File: src/rtl/cfg_stream_pkg.sv
package cfg_stream_pkg;

    localparam int BYTE_W = 8;

    typedef enum logic {
        MODE_SER = 1'b0,
        MODE_PAR = 1'b1
    } rd_mode_e;

endpackage

File: src/rtl/cfg_image_store.sv
module cfg_image_store #(
    parameter int DEPTH  = 16,
    parameter int ADDR_W = 4
) (
    input  logic                               cclk,
    input  logic                               wr_en,
    input  logic [ADDR_W-1:0]                  wr_addr,
    input  logic [cfg_stream_pkg::BYTE_W-1:0]  wr_data,
    input  logic [ADDR_W-1:0]                  rd_addr,
    output logic [cfg_stream_pkg::BYTE_W-1:0]  rd_data
);
    import cfg_stream_pkg::*;

    logic [BYTE_W-1:0] mem_q [DEPTH];

    always_ff @(posedge cclk) begin
        if (wr_en && (int'(wr_addr) < DEPTH)) begin
            mem_q[wr_addr] <= wr_data;
        end
    end

    always_comb begin
        if (int'(rd_addr) < DEPTH) begin
            rd_data = mem_q[rd_addr];
        end else begin
            rd_data = '0;
        end
    end

endmodule

File: src/rtl/cfg_stream_seq.sv
module cfg_stream_seq #(
    parameter int IMG_BYTES = 16,
    parameter int ADDR_W    = 4
) (
    input  logic                            cclk,
    input  logic                            por_n,
    input  logic                            oe_rst_n,
    input  logic                            ce_n,
    input  logic                            mode_we,
    input  logic                            mode_par,
    output logic [ADDR_W-1:0]               addr,
    output logic [2:0]                      bit_idx,
    output logic                            done,
    output cfg_stream_pkg::rd_mode_e        mode
);
    import cfg_stream_pkg::*;

    localparam logic [ADDR_W-1:0] LAST_ADDR = ADDR_W'(IMG_BYTES - 1);
    localparam logic [2:0]        LAST_BIT  = 3'd7;

    typedef struct packed {
        logic [ADDR_W-1:0] addr;
        logic [2:0]        bitc;
        logic              done;
        rd_mode_e          mode;
    } seq_t;

    seq_t seq_d, seq_q;

    always_comb begin
        seq_d = seq_q;
        if (!oe_rst_n) begin
            seq_d.addr = '0;
            seq_d.bitc = '0;
            seq_d.done = 1'b0;
            if (mode_we) begin
                seq_d.mode = mode_par ? MODE_PAR : MODE_SER;
            end
        end else if (!ce_n && !seq_q.done) begin
            if (seq_q.mode == MODE_PAR || seq_q.bitc == LAST_BIT) begin
                if (seq_q.addr == LAST_ADDR) begin
                    seq_d.done = 1'b1;
                end else begin
                    seq_d.addr = seq_q.addr + 1'b1;
                    seq_d.bitc = '0;
                end
            end else begin
                seq_d.bitc = seq_q.bitc + 3'd1;
            end
        end
    end

    always_ff @(posedge cclk or negedge por_n) begin
        if (!por_n) begin
            seq_q <= '{addr: '0, bitc: '0, done: 1'b0, mode: MODE_SER};
        end else begin
            seq_q <= seq_d;
        end
    end

    assign addr    = seq_q.addr;
    assign bit_idx = seq_q.bitc;
    assign done    = seq_q.done;
    assign mode    = seq_q.mode;


    serial_step_chk: assert property (@(posedge cclk) disable iff (!por_n)
        (oe_rst_n && !ce_n && !seq_q.done && seq_q.mode == MODE_SER && seq_q.bitc != LAST_BIT)
        |=> (seq_q.bitc == $past(seq_q.bitc) + 3'd1));


    hold_when_off_chk: assert property (@(posedge cclk) disable iff (!por_n)
        (oe_rst_n && ce_n) |=> ($stable(seq_q.addr) && $stable(seq_q.bitc) && $stable(seq_q.done)));


    rewind_chk: assert property (@(posedge cclk) disable iff (!por_n)
        !oe_rst_n |=> (seq_q.addr == '0 && seq_q.bitc == '0 && !seq_q.done));


    par_no_bits_chk: assert property (@(posedge cclk) disable iff (!por_n)
        (seq_q.mode == MODE_PAR) |-> (seq_q.bitc == '0));

endmodule

File: src/rtl/cfg_out_stage.sv
module cfg_out_stage #(
    parameter bit DRIVE_AFTER_END = 1'b0
) (
    input  logic                               oe_rst_n,
    input  logic                               ce_n,
    input  logic                               done,
    input  cfg_stream_pkg::rd_mode_e           mode,
    input  logic [2:0]                         bit_idx,
    input  logic [cfg_stream_pkg::BYTE_W-1:0]  cur_byte,
    output logic [cfg_stream_pkg::BYTE_W-1:0]  dout,
    output logic                               d0_oe,
    output logic                               dhi_oe
);
    import cfg_stream_pkg::*;

    logic live;

    always_comb begin
        live = oe_rst_n && !ce_n && (!done || DRIVE_AFTER_END);
        d0_oe  = live;
        dhi_oe = live && (mode == MODE_PAR);
        if (mode == MODE_PAR) begin
            dout = cur_byte;
        end else begin
            dout = {{(BYTE_W-1){1'b0}}, cur_byte[3'd7 - bit_idx]};
        end
    end

endmodule

File: src/rtl/cfg_stream_reader.sv
module cfg_stream_reader #(
    parameter int IMG_BYTES       = 16,
    parameter bit DRIVE_AFTER_END = 1'b0,
    parameter int ADDR_W          = (IMG_BYTES > 1) ? $clog2(IMG_BYTES) : 1
) (
    input  logic              cclk,
    input  logic              por_n,
    input  logic              ce_n,
    input  logic              oe_rst_n,
    input  logic              ld_we,
    input  logic [ADDR_W-1:0] ld_addr,
    input  logic [7:0]        ld_data,
    input  logic              mode_we,
    input  logic              mode_par,
    output logic [7:0]        dout,
    output logic              d0_oe,
    output logic              dhi_oe,
    output logic              ceo_n
);
    import cfg_stream_pkg::*;

    logic [ADDR_W-1:0] rd_addr;
    logic [2:0]        bit_idx;
    logic              done;
    rd_mode_e          mode;
    logic [BYTE_W-1:0] cur_byte;
    logic              store_we;

    assign store_we = ld_we && !oe_rst_n;

    cfg_image_store #(.DEPTH(IMG_BYTES), .ADDR_W(ADDR_W)) u_store (
        .cclk    (cclk),
        .wr_en   (store_we),
        .wr_addr (ld_addr),
        .wr_data (ld_data),
        .rd_addr (rd_addr),
        .rd_data (cur_byte)
    );

    cfg_stream_seq #(.IMG_BYTES(IMG_BYTES), .ADDR_W(ADDR_W)) u_seq (
        .cclk     (cclk),
        .por_n    (por_n),
        .oe_rst_n (oe_rst_n),
        .ce_n     (ce_n),
        .mode_we  (mode_we),
        .mode_par (mode_par),
        .addr     (rd_addr),
        .bit_idx  (bit_idx),
        .done     (done),
        .mode     (mode)
    );

    cfg_out_stage #(.DRIVE_AFTER_END(DRIVE_AFTER_END)) u_out (
        .oe_rst_n (oe_rst_n),
        .ce_n     (ce_n),
        .done     (done),
        .mode     (mode),
        .bit_idx  (bit_idx),
        .cur_byte (cur_byte),
        .dout     (dout),
        .d0_oe    (d0_oe),
        .dhi_oe   (dhi_oe)
    );

    assign ceo_n = !done;


    oe_rst_quiet_chk: assert property (@(posedge cclk) disable iff (!por_n)
        !oe_rst_n |-> (!d0_oe && !dhi_oe));


    oe_rst_ceo_chk: assert property (@(posedge cclk) disable iff (!por_n)
        !oe_rst_n |=> ceo_n);


    hi_implies_lo_chk: assert property (@(posedge cclk) disable iff (!por_n)
        dhi_oe |-> d0_oe);

    generate
        if (DRIVE_AFTER_END) begin : g_keep

            keep_driving_chk: assert property (@(posedge cclk) disable iff (!por_n)
                (!ceo_n && oe_rst_n && !ce_n) |-> d0_oe);
        end else begin : g_handoff

            handoff_quiet_chk: assert property (@(posedge cclk) disable iff (!por_n)
                !ceo_n |-> (!d0_oe && !dhi_oe));
        end
    endgenerate

endmodule

File: config.mk
export PLATFORM = sky130hd
export DESIGN_NAME = cfg_stream_reader
export DESIGN_NICKNAME = d
export VERILOG_FILES = /design/src/rtl/cfg_stream_pkg.sv /design/src/rtl/cfg_image_store.sv /design/src/rtl/cfg_stream_seq.sv /design/src/rtl/cfg_out_stage.sv /design/src/rtl/cfg_stream_reader.sv
export SDC_FILE = /design/constraint.sdc
export NUM_CORES = 1
export LEC_CHECK = 0
export BUFFER_PORTS_ARGS = -buffer_cell sky130_fd_sc_hd__buf_2
export CAP_MARGIN = 30
export CORE_ASPECT_RATIO = 0.5
export CORE_MARGIN = 2
export CORE_UTILIZATION = 40
export CTS_CLUSTER_DIAMETER = 100
export DETAILED_ROUTE_END_ITERATION = 10
export SYNTH_ARGS = -nofsm -noshare
export SYNTH_HDL_FRONTEND = slang
export SYNTH_SLANG_ARGS = --single-unit
File: constraint.sdc
create_clock -name cclk -period 5.5 [get_ports cclk]
set_input_delay 0.55 -clock cclk [delete_from_list [all_inputs] [get_ports cclk]]
set_output_delay 0.55 -clock cclk [all_outputs]
set_load 0.02 [all_outputs]
==> qor.log, run 1 <==
INFO  route          met2RoutedLength=5783microns
INFO  timing         post-route-worst-setup-slack=1.655ns
INFO  grt            grt_pass1_wl=18350microns
INFO  worst_hold_path hp-start=mode_par
INFO  placement      detailedPlace.worstSlack=2.014ns
INFO  worst_setup_path worst-path-max-fanout=20
INFO  timing         min_period=3.845ns
INFO  layout         layoutNonFillerInstCount=568
INFO  route          detail_route.drc_violations=0
INFO  layout         n_fill_cell=1099
INFO  power          vdd.ir_drop.worst=206.3uV
INFO  worst_setup_path reg2reg_to=u_seq.addr[3]
INFO  timing         max_freq=260.1MHz
INFO  power          cellLeakagePower=2.269nW
INFO  yosys          yosysWarningCount=0
INFO  yosys          seq_area_frac_synth=0.7180
INFO  die            row_count=30
INFO  route          maxUsedRoutingLayer=met4
INFO  power          clockPowerShare=0.456
INFO  route          avgViaCountPerCell=5.440
INFO  layout         syn_to_final_growth=19.70%
INFO  worst_setup_path timing.reg2reg.worst_path_depth=7
INFO  worst_hold_path min_to=u_seq.mode
INFO  yosys          syn_area=5667squm
INFO  die            placeableCoreArea=13700squm
INFO  route          route.detailed.wl_per_inst=21.22microns
INFO  power          switching_power=0.5977mW
INFO  worst_setup_path critPathCaptureType=output pin
INFO  route          routed-via-count=3090
INFO  yosys          number_of_nets_in_the_synthesized_netlist=339
INFO  power          switching_share_of_power=0.2217
INFO  grt            grt_max_degree=22
INFO  worst_setup_path reg2reg_slack=3.65ns
INFO  route          drt_pre_antenna_iters=5
INFO  die            die_area=15190squm
INFO  clock_network  cts.htree.levels=4
INFO  clock_network  tritoncts_num_sinks=137
INFO  worst_hold_path worstHoldPathType=input port to flop
INFO  worst_setup_path worstPathRequired=4.95ns
INFO  placement      globalplace.congestion=0.7439
INFO  route          drt_iter0_markers=296
INFO  worst_setup_path timing.setup.critical_path_class=flop to output pin
INFO  clock_network  post_cts.resized_instances=0
INFO  worst_setup_path reg2reg_from=u_seq.bit_idx[0]
INFO  placement      numPlacedInstances=535
INFO  grt            first_global_vias=3131
INFO  timing         timing_worst_slew_pin_value=0.8795ns
INFO  route          remaining_antenna_violation_count=0
INFO  die            num_io_pins=30
INFO  layout         antenna_cells=0
INFO  timing         final_min_period_over_clock_period=0.6991
INFO  route          drt-total-wl=12050microns
INFO  power          power.share.sequential=0.438
INFO  worst_setup_path cp.buffers_inverters=2
INFO  layout         storage_cell_area=4070squm
INFO  yosys          syn-mean-instance-area=17.88squm
INFO  placement      post-dp-hpwl=8221microns
INFO  clock_network  clock_insertion_delay_worst_skew=0.41ns
INFO  die            floorplan.die.width=172.3microns
INFO  yosys          synth.lib_cells_used.distinct=42
INFO  timing         hold_violations=0
INFO  layout         design.final.nets=386
INFO  grt            globalRoute.totalOverflow=0
INFO  grt            antenna_found_initial=0
INFO  timing         finalSetupViolations=0
INFO  yosys          synth_cells=317
INFO  clock_network  worst_setup_hold_path_clk_slew=0.06ns
INFO  worst_setup_path worst-endpoint-arrival=3.30ns
INFO  clock_network  clock_tree.buffer_depth=2
INFO  clock_network  clockRootBuffer=sky130_fd_sc_hd__clkbuf_16
INFO  clock_network  cts_tree=yes
INFO  worst_hold_path whs_path_depth=2
INFO  yosys          synth.ff_latch_count=137
INFO  route          route.layer.met1.wl=5741microns
INFO  power          pwr_density_cell=397.5nW/um^2
INFO  timing         drv_slew=0
INFO  timing         timing.slew.headroom=0.4115
INFO  timing         final.setup_skew=0.005605ns
INFO  layout         layout_cells_sized_above_1=0.2846
INFO  worst_setup_path crit_slowest_cell=sky130_fd_sc_hd__dfrtp_2
INFO  layout         layout.core_utilization=0.4951
INFO  timing         unrepaired_setup_endpoints_after_global_routing=no
INFO  layout         multi_input_comb_area=1508squm
INFO  worst_setup_path crit_chain=buf_4 -> mux4_1 -> mux2_2 -> a41o_1 -> a311oi_2 -> a211oi_1 -> buf_2
INFO  clock_network  tritoncts.num_buffers=17
INFO  worst_setup_path timing.critical_path.from_type=flop
INFO  grt            global_route.usage.total=0.1730
INFO  power          power.share.combinational=0.105
INFO  worst_setup_path max_stage_delay=0.68ns
INFO  die            dieHeight=88.17microns
INFO  timing         finalSetupTns=0ns
INFO  die            initial_core_util=0.4136
INFO  route          route.met3.wl=426microns
INFO  job            cap_violations=0
INFO  timing         final.hold.worst_slack=0.4010ns
INFO  worst_setup_path critPathTopFamily=multiplexers
INFO  placement      number_of_input_and_output_port_buffers_inserted=29
INFO  power          power_report.internal_total=2.098mW
INFO  run_status     outcome=finished clean
## worst max-delay path by stage
stage,from,end,slack [ns],depth (start not counted)
floorplan,u_seq.addr[0],dout[0],2.94,7
global placement,u_seq.addr[1],dout[0],2.10,7
detailed placement,u_seq.addr[1],dout[0],2.01,7
CTS,u_seq.addr[1],dout[0],1.57,7
global route,u_seq.addr[0],dout[0],1.51,7
finish,u_seq.addr[0],dout[0],1.65,7
## synthesized netlist by cell type, drive strengths merged
| master | number | area share |
|---|---|---|
| o32ai | 1 | 0.0015 |
| buf | 7 | 0.0082 |
| nor3 | 7 | 0.0062 |
| nand2b | 3 | 0.0033 |
| or2 | 1 | 0.0011 |
| o211ai | 1 | 0.0013 |
| and2 | 5 | 0.0055 |
| a21oi | 5 | 0.0044 |
| a311oi | 2 | 0.0042 |
| edfxtp | 128 | 0.68 |
| nor3b | 2 | 0.0026 |
| dfrtp | 9 | 0.040 |
| a22oi | 11 | 0.015 |
| nand2 | 13 | 0.0086 |
| a41o | 1 | 0.0018 |
| clkbuf | 8 | 0.0053 |
| ha | 3 | 0.0066 |
| mux2 | 3 | 0.0060 |
| o211a | 1 | 0.0018 |
| a21boi | 5 | 0.0066 |
| o21ai | 8 | 0.0071 |
| nand4 | 4 | 0.0044 |
| nor4 | 1 | 0.0011 |
| mux2i | 10 | 0.018 |
| nor2b | 6 | 0.0066 |
| a211oi | 2 | 0.0026 |
| nor2 | 24 | 0.016 |
| a221o | 1 | 0.0018 |
| xnor2 | 1 | 0.0015 |
| or3 | 3 | 0.0033 |
| mux4 | 29 | 0.12 |
| a22o | 2 | 0.0031 |
| a31o | 1 | 0.0015 |
| or4bb | 1 | 0.0020 |
| o22ai | 1 | 0.0011 |
| o31ai | 1 | 0.0013 |
| o21bai | 1 | 0.0013 |
| inv | 5 | 0.0033 |
## per-stage QoR
step,total power [mW],area [sq um]
after floorplan,1.397,5667
after global placement,1.469,6020
after detailed placement,1.479,6098
after CTS,2.704,6755
after global routing,2.781,6783
final,2.696,6783
## timing repair
action | 4_1_cts | 5_1_grt
buffers inserted | 0 | 0
hold buffers | 1 | 0
hold endpoints to repair | 9 | 0
## power groups by stage
stage	logic (mW)	registers [mW]	clock network, mW
6_report	0.284	1.18	1.23
5_1_grt	0.304	1.18	1.29
4_1_cts	0.263	1.20	1.25
3_5_place_dp	0.261	1.22	0
3_3_place_gp	0.255	1.21	0
2_1_floorplan	0.212	1.18	0
## flip-flops by register name (all words and copies together) (netlist names)
| signal | cells |
|---|---|
| u_seq.bit_idx | 3 |
| u_store.mem_q | 128 |
| u_seq.mode | 1 |
| u_seq.done | 1 |
| u_seq.addr | 4 |
## cells in the final DEF (no fill, tap or decap), types with 3 or more instances in the layout
cell                        netlist  routed
sky130_fd_sc_hd__buf_4            2       5
sky130_fd_sc_hd__inv_1            5       5
sky130_fd_sc_hd__nand4_1          4       4
sky130_fd_sc_hd__ha_1             3       3
sky130_fd_sc_hd__nand2_1         13      13
sky130_fd_sc_hd__o21ai_0          8       8
sky130_fd_sc_hd__dfrtp_1          9       8
sky130_fd_sc_hd__mux2_2           3       3
sky130_fd_sc_hd__edfxtp_1       128     128
sky130_fd_sc_hd__nor2_1          24      24
sky130_fd_sc_hd__a22oi_1         11      11
sky130_fd_sc_hd__clkinv_4         0       4
sky130_fd_sc_hd__mux4_2          27      27
sky130_fd_sc_hd__a21boi_0         5       5
sky130_fd_sc_hd__nor3_1           7       6
sky130_fd_sc_hd__and2_1           5       5
sky130_fd_sc_hd__bufinv_16        0       5
sky130_fd_sc_hd__buf_2            4      29
sky130_fd_sc_hd__nor2b_1          6       6
sky130_fd_sc_hd__mux2i_1         10      10
sky130_fd_sc_hd__or3_1            3       3
sky130_fd_sc_hd__a21oi_1          5       5
sky130_fd_sc_hd__clkbuf_16        0      17
sky130_fd_sc_hd__buf_6            1       7
sky130_fd_sc_hd__nand2b_1         3       3
## per-layer routing
metal / up-vias / track usage
met5: - / 0
li1: 1384 / -
met3: 13 / 0.04835
met1: 1615 / 0.2437
met4: 0 / 0.04431
met2: 78 / 0.2698
## layout make-up
| type | instances | share of cell area |
|---|---|---|
| multi-input cells | 160 | 0.2223 |
| well taps | 192 | 0.03542 |
| repair buffers | 43 | 0.04409 |
| clock inverters | 14 | 0.03265 |
| inverters | 5 | 0.002767 |
| flip-flops and latches | 137 | 0.6001 |
| clock buffers | 17 | 0.06272 |
## cell families after synthesis
kind of cell / after synthesis / share of synthesized area
flops: 137 / 0.7180
simple gates: 70 / 0.06072
compound gates: 44 / 0.05609
mux: 42 / 0.1402
buf+inv: 20 / 0.01678
fa+ha+maj: 3 / 0.006625
xor+xnor: 1 / 0.001546
Note: power is estimated with default switching activity, not from simulation.
==> inputs of run 2 (changes only) <==
- ABC_AREA: unset -> 1
- clock period: 5.5 -> 3.1 ns (I/O delays scaled with it)
==> run 2 against run 1 <==
  * Final cell count increased by 42%
  * Setup slack worse by 1.4 ns
  * Hold slack worse by 0.26 ns
  * Count of clock-buffer cells in the layout is the same
  * Via count up 35%
  * Power up 85%
  * Synthesized cell count increased by 75%
  * Clock skew decreased by 0.0018 ns
  * First-iteration DRC count is 73% higher
  * Critical path depth increased by 5
  * Die area grew 4.5%
  * Sequential power is 75% higher
  * Critical path type unchanged
  * Critical endpoint unchanged
  * Highest routed layer is now met5
==> qor.log, run 2 <==
INFO  yosys          yosysMostFrequentCell=sky130_fd_sc_hd__nand2_1
INFO  worst_hold_path hp-start=mode_par
INFO  timing         timing.slew.headroom=0.3499 [-0.06159]
INFO  worst_setup_path crit_top_cell=sky130_fd_sc_hd__nand3_1
INFO  worst_setup_path crit_slowest_cell=sky130_fd_sc_hd__buf_4
INFO  grt            grt_pass1_wl=22960microns [+25%]
INFO  die            die_area=15880squm [+4.5%]
INFO  timing         timing_worst_slew_pin_value=0.9716ns [+0.09204 ns]
INFO  worst_setup_path timing.setup.critical_path_class=flop to output pin
INFO  yosys          synth_enable_flop_cells=128 [unchanged]
INFO  power          cellLeakagePower=2.705nW [+19%]
INFO  power          vdd.ir_drop.worst=425.1uV [+110%]
INFO  worst_setup_path reg2reg_from=u_seq.addr[0]
INFO  job            cap_violations=0 [unchanged]
INFO  worst_setup_path max_stage_delay=0.48ns [-0.20 ns]
INFO  worst_setup_path cp.buffers_inverters=3 [+1]
INFO  clock_network  cts_setup_buffers=0 [unchanged]
INFO  yosys          synth_cells=555 [+75%]
INFO  layout         final_common_cell=sky130_fd_sc_hd__nand2_1
INFO  yosys          syn_area=5932squm [+4.7%]
INFO  yosys          synth_largest_type_area_fraction=0.6480 [-0.03033]
INFO  route          drt-total-wl=15030microns [+25%]
INFO  power          power.share.sequential=0.415 [-0.023]
INFO  layout         layout.core_utilization=0.4774 [-0.01768]
INFO  layout         register_ranked_first_by_flip_flop_count=u_store.mem_q
INFO  worst_setup_path number_of_logic_stages_on_the_critical_path_including_buffering=12 [+5]
INFO  grt            grt_max_degree=71 [+220%]
INFO  power          switching_share_of_power=0.2849 [+0.06318]
INFO  worst_setup_path crit_chain=inv_1 -> buf_4 -> nor2_1 -> o21ai_0 -> nand3_1 -> nand3_1 -> nand3_1 -> nand3_1 -> nand3_1 -> nand3_1 -> nand2_1 -> buf_2
INFO  yosys          synth.cells.most_frequent=170 x sky130_fd_sc_hd__nand2_1, 128 x sky130_fd_sc_hd__edfxtp_1, 77 x sky130_fd_sc_hd__nand3_1
INFO  grt            globalRoute.totalOverflow=0 [unchanged]
INFO  yosys          synth.ff_latch_count=137 [unchanged]
INFO  timing         finalSetupViolations=0 [unchanged]
INFO  timing         hold_violations=0 [unchanged]
INFO  placement      number_of_input_and_output_port_buffers_inserted=29 [unchanged]
INFO  clock_network  tritoncts_num_sinks=137 [unchanged]
INFO  layout         multi_input_comb_area=1567squm [+3.9%]
INFO  layout         storage_cell_area=4070squm [unchanged]
INFO  power          clockPowerShare=0.424 [-0.032]
INFO  grt            first_global_vias=3884 [+24%]
INFO  worst_setup_path worstPathRequired=2.79ns [-2.16 ns]
INFO  worst_setup_path worst-endpoint-arrival=2.50ns [-0.80 ns]
INFO  route          routed-via-count=4169 [+35%]
INFO  yosys          yosysWarningCount=0 [unchanged]
INFO  layout         layout.cell_area.non_filler=6907squm [+1.8%]
INFO  worst_setup_path reg2reg_slack=1.19ns [-2.46 ns]
INFO  worst_setup_path critPathCaptureType=output pin
INFO  die            placeableCoreArea=14470squm [+5.6%]
INFO  clock_network  post_cts.resized_instances=0 [unchanged]
INFO  placement      detailedPlace.worstSlack=0.7778ns [-1.236 ns]
INFO  timing         final.hold.worst_slack=0.1413ns [-0.2597 ns]
INFO  grt            antenna_found_initial=4 [+4]
INFO  clock_network  clock_tree.buffer_depth=2 [unchanged]
INFO  clock_network  cts.htree.levels=4 [unchanged]
INFO  placement      post-dp-hpwl=9163microns [+11%]
INFO  power          power_report.internal_total=3.569mW [+70%]
INFO  placement      globalplace.congestion=0.8274 [+11%]
INFO  timing         max_freq=355.7MHz
INFO  yosys          netlist.top_cell.by_area=sky130_fd_sc_hd__edfxtp_1
INFO  run_status     outcome=finished clean
INFO  grt            global_route.usage.total=0.1981 [+0.02509]
INFO  timing         final.setup_skew=0.003784ns [-0.001820 ns]
INFO  yosys          synth_ff_type=sky130_fd_sc_hd__edfxtp_1
INFO  timing         unrepaired_setup_endpoints_after_global_routing=no
INFO  clock_network  clock_insertion_delay_worst_skew=0.42ns [about the same]
INFO  die            floorplan.die.width=176.2microns [+2.3%]
INFO  layout         syn_to_final_growth=16.43%
INFO  layout         most-common-layout-cells=170 x sky130_fd_sc_hd__nand2_1, 128 x sky130_fd_sc_hd__edfxtp_1, 77 x sky130_fd_sc_hd__nand3_1
INFO  worst_setup_path cp-startpoint=u_seq.addr[1]
INFO  timing         drv_slew=0 [unchanged]
INFO  worst_hold_path worstHoldPathType=input port to flop
INFO  worst_setup_path critPathTopFamily=simple AND/OR/NAND/NOR gates
INFO  timing         min_period=2.811ns
INFO  worst_setup_path worst-path-max-fanout=46 [+130%]
INFO  route          drt_pre_antenna_iters=5 [unchanged]
INFO  worst_setup_path timing.reg2reg.worst_path_depth=8 [+1]
INFO  worst_setup_path crit_end=dout[0]
INFO  power          switching_power=1.422mW [+140%]
INFO  layout         largest_register_ff_count=128 [unchanged]
INFO  yosys          syn-mean-instance-area=10.69squm [-40%]
INFO  worst_setup_path timing.critical_path.from_type=flop
INFO  route          route.detailed.wl_per_inst=18.69microns [-12%]
INFO  timing         finalSetupTns=0ns [unchanged]
INFO  route          drt_iter0_markers=512 [+73%]
INFO  route          detail_route.drc_violations=0 [unchanged]
INFO  timing         final_min_period_over_clock_period=0.9069
INFO  yosys          synth.lib_cells_used.distinct=22 [-48%]
INFO  die            dieHeight=90.11microns [+2.2%]
INFO  clock_network  clockRootBuffer=sky130_fd_sc_hd__clkbuf_16
INFO  clock_network  tritoncts.num_buffers=17 [unchanged]
INFO  die            row_count=31 [+3.3%]
INFO  placement      place_area=6275squm [+2.9%]
INFO  worst_setup_path reg2reg_to=u_seq.addr[3]
INFO  yosys          post_synth_main_area_contributors=sky130_fd_sc_hd__edfxtp_1 65%, sky130_fd_sc_hd__nand2_1 11%, sky130_fd_sc_hd__nand3_1 6.5%
INFO  die            initial_core_util=0.4100 [-0.003593]
INFO  clock_network  worst_setup_hold_path_clk_slew=0.06ns [about the same]
INFO  timing         post-route-worst-setup-slack=0.2886ns [-1.366 ns]
INFO  clock_network  cts.hold.buffers_added=1 [unchanged]
INFO  layout         n_fill_cell=1290 [+17%]
INFO  route          remaining_antenna_violation_count=0 [unchanged]
INFO  die            num_io_pins=30 [unchanged]
INFO  yosys          async_reset_ff_frac=0.06569 [unchanged]
INFO  power          pwr_density_cell=722.5nW/um^2 [+82%]
INFO  yosys          seq_area_frac_synth=0.6859 [-0.03211]
INFO  route          avgViaCountPerCell=5.185 [-4.7%]
INFO  yosys          number_of_nets_in_the_synthesized_netlist=577 [+70%]
INFO  clock_network  cts_tree=yes
INFO  layout         layout_cells_sized_above_1=0.1391 [-0.1455]
INFO  power          power.share.combinational=0.161 [+0.056]
INFO  layout         design.final.nets=613 [+59%]
run 2: cell types whose count changed after synthesis, sizes merged, moves of 5 or more:
| cell | delta |
|---|---|
| nand2 | +157 |
| nand3 | +77 |
| nor2 | +39 |
| mux4 | -29 |
| inv | +28 |
| buf | +17 |
| o21ai | +16 |
| a22oi | -11 |
| mux2i | -10 |
| clkbuf | -7 |
| a21oi | +6 |
| nor2b | -6 |
| a21boi | -5 |
| and2 | -5 |
run 2: final cells by class:
class / count / area share
repair buffers: 42 / 0.03913
multi-input cells: 359 / 0.2268
flip-flops and latches: 137 / 0.5893
clock buffers: 17 / 0.06159
inverters: 34 / 0.01884
diodes: 2 / 0.0007246
well taps: 198 / 0.03587
clock inverters: 15 / 0.02772
run 2: power by group through the flow:
stage	Clock, mW	Combinational, mW	Sequential, mW
3_5_place_dp	0	0.785	2.11
5_1_grt	2.21	0.878	2.07
2_1_floorplan	0	0.550	2.10
3_3_place_gp	0	0.784	2.11
6_report	2.12	0.802	2.07
4_1_cts	2.14	0.796	2.07
run 2: through the flow:
stage / total power, mW / std cells
detailed placement: 2.893 / 769
global route: 5.163 / 802
floorplan: 2.652 / 555
CTS: 5.003 / 802
finish: 4.990 / 804
global placement: 2.892 / 769
run 2: logic make-up after synthesis:
kind of cell	after synthesis	share of synthesized area
and+or+nand+nor	317	0.2198
buffers and inverters	59	0.04999
DFF	137	0.6859
adders and majority gates	3	0.006328
AOI/OAI and AO/OA	39	0.03797
run 2: tightest hold or removal path: stages:
cell and delay, ns:
sky130_fd_sc_hd__buf_2 0.07, sky130_fd_sc_hd__nor2_1 0.03, sky130_fd_sc_hd__a21oi_1 0.10
run 2: worst min-delay path by stage:
stage	cells after the start	slack [ns]	to
after floorplan	0	0.01	u_seq.addr[0]
after global placement	1	0.18	u_seq.mode
after detailed placement	1	0.18	u_seq.bit_idx[2]
after CTS	3	0.13	u_seq.mode
after global routing	3	0.18	u_seq.mode
final	3	0.14	u_seq.mode
run 2: metal layers:
| metal | global-route usage | up-vias | part of all wire | wire length [microns] |
|---|---|---|---|---|
| met4 | 0.06474 | 4 | 0.012 | 183 |
| li1 | - | 1967 | - | - |
| met5 | 0 | - | 0.0015 | 23 |
| met1 | 0.3000 | 1997 | 0.49 | 7315 |
| met3 | 0.06387 | 26 | 0.092 | 1390 |
| met2 | 0.2657 | 175 | 0.41 | 6116 |
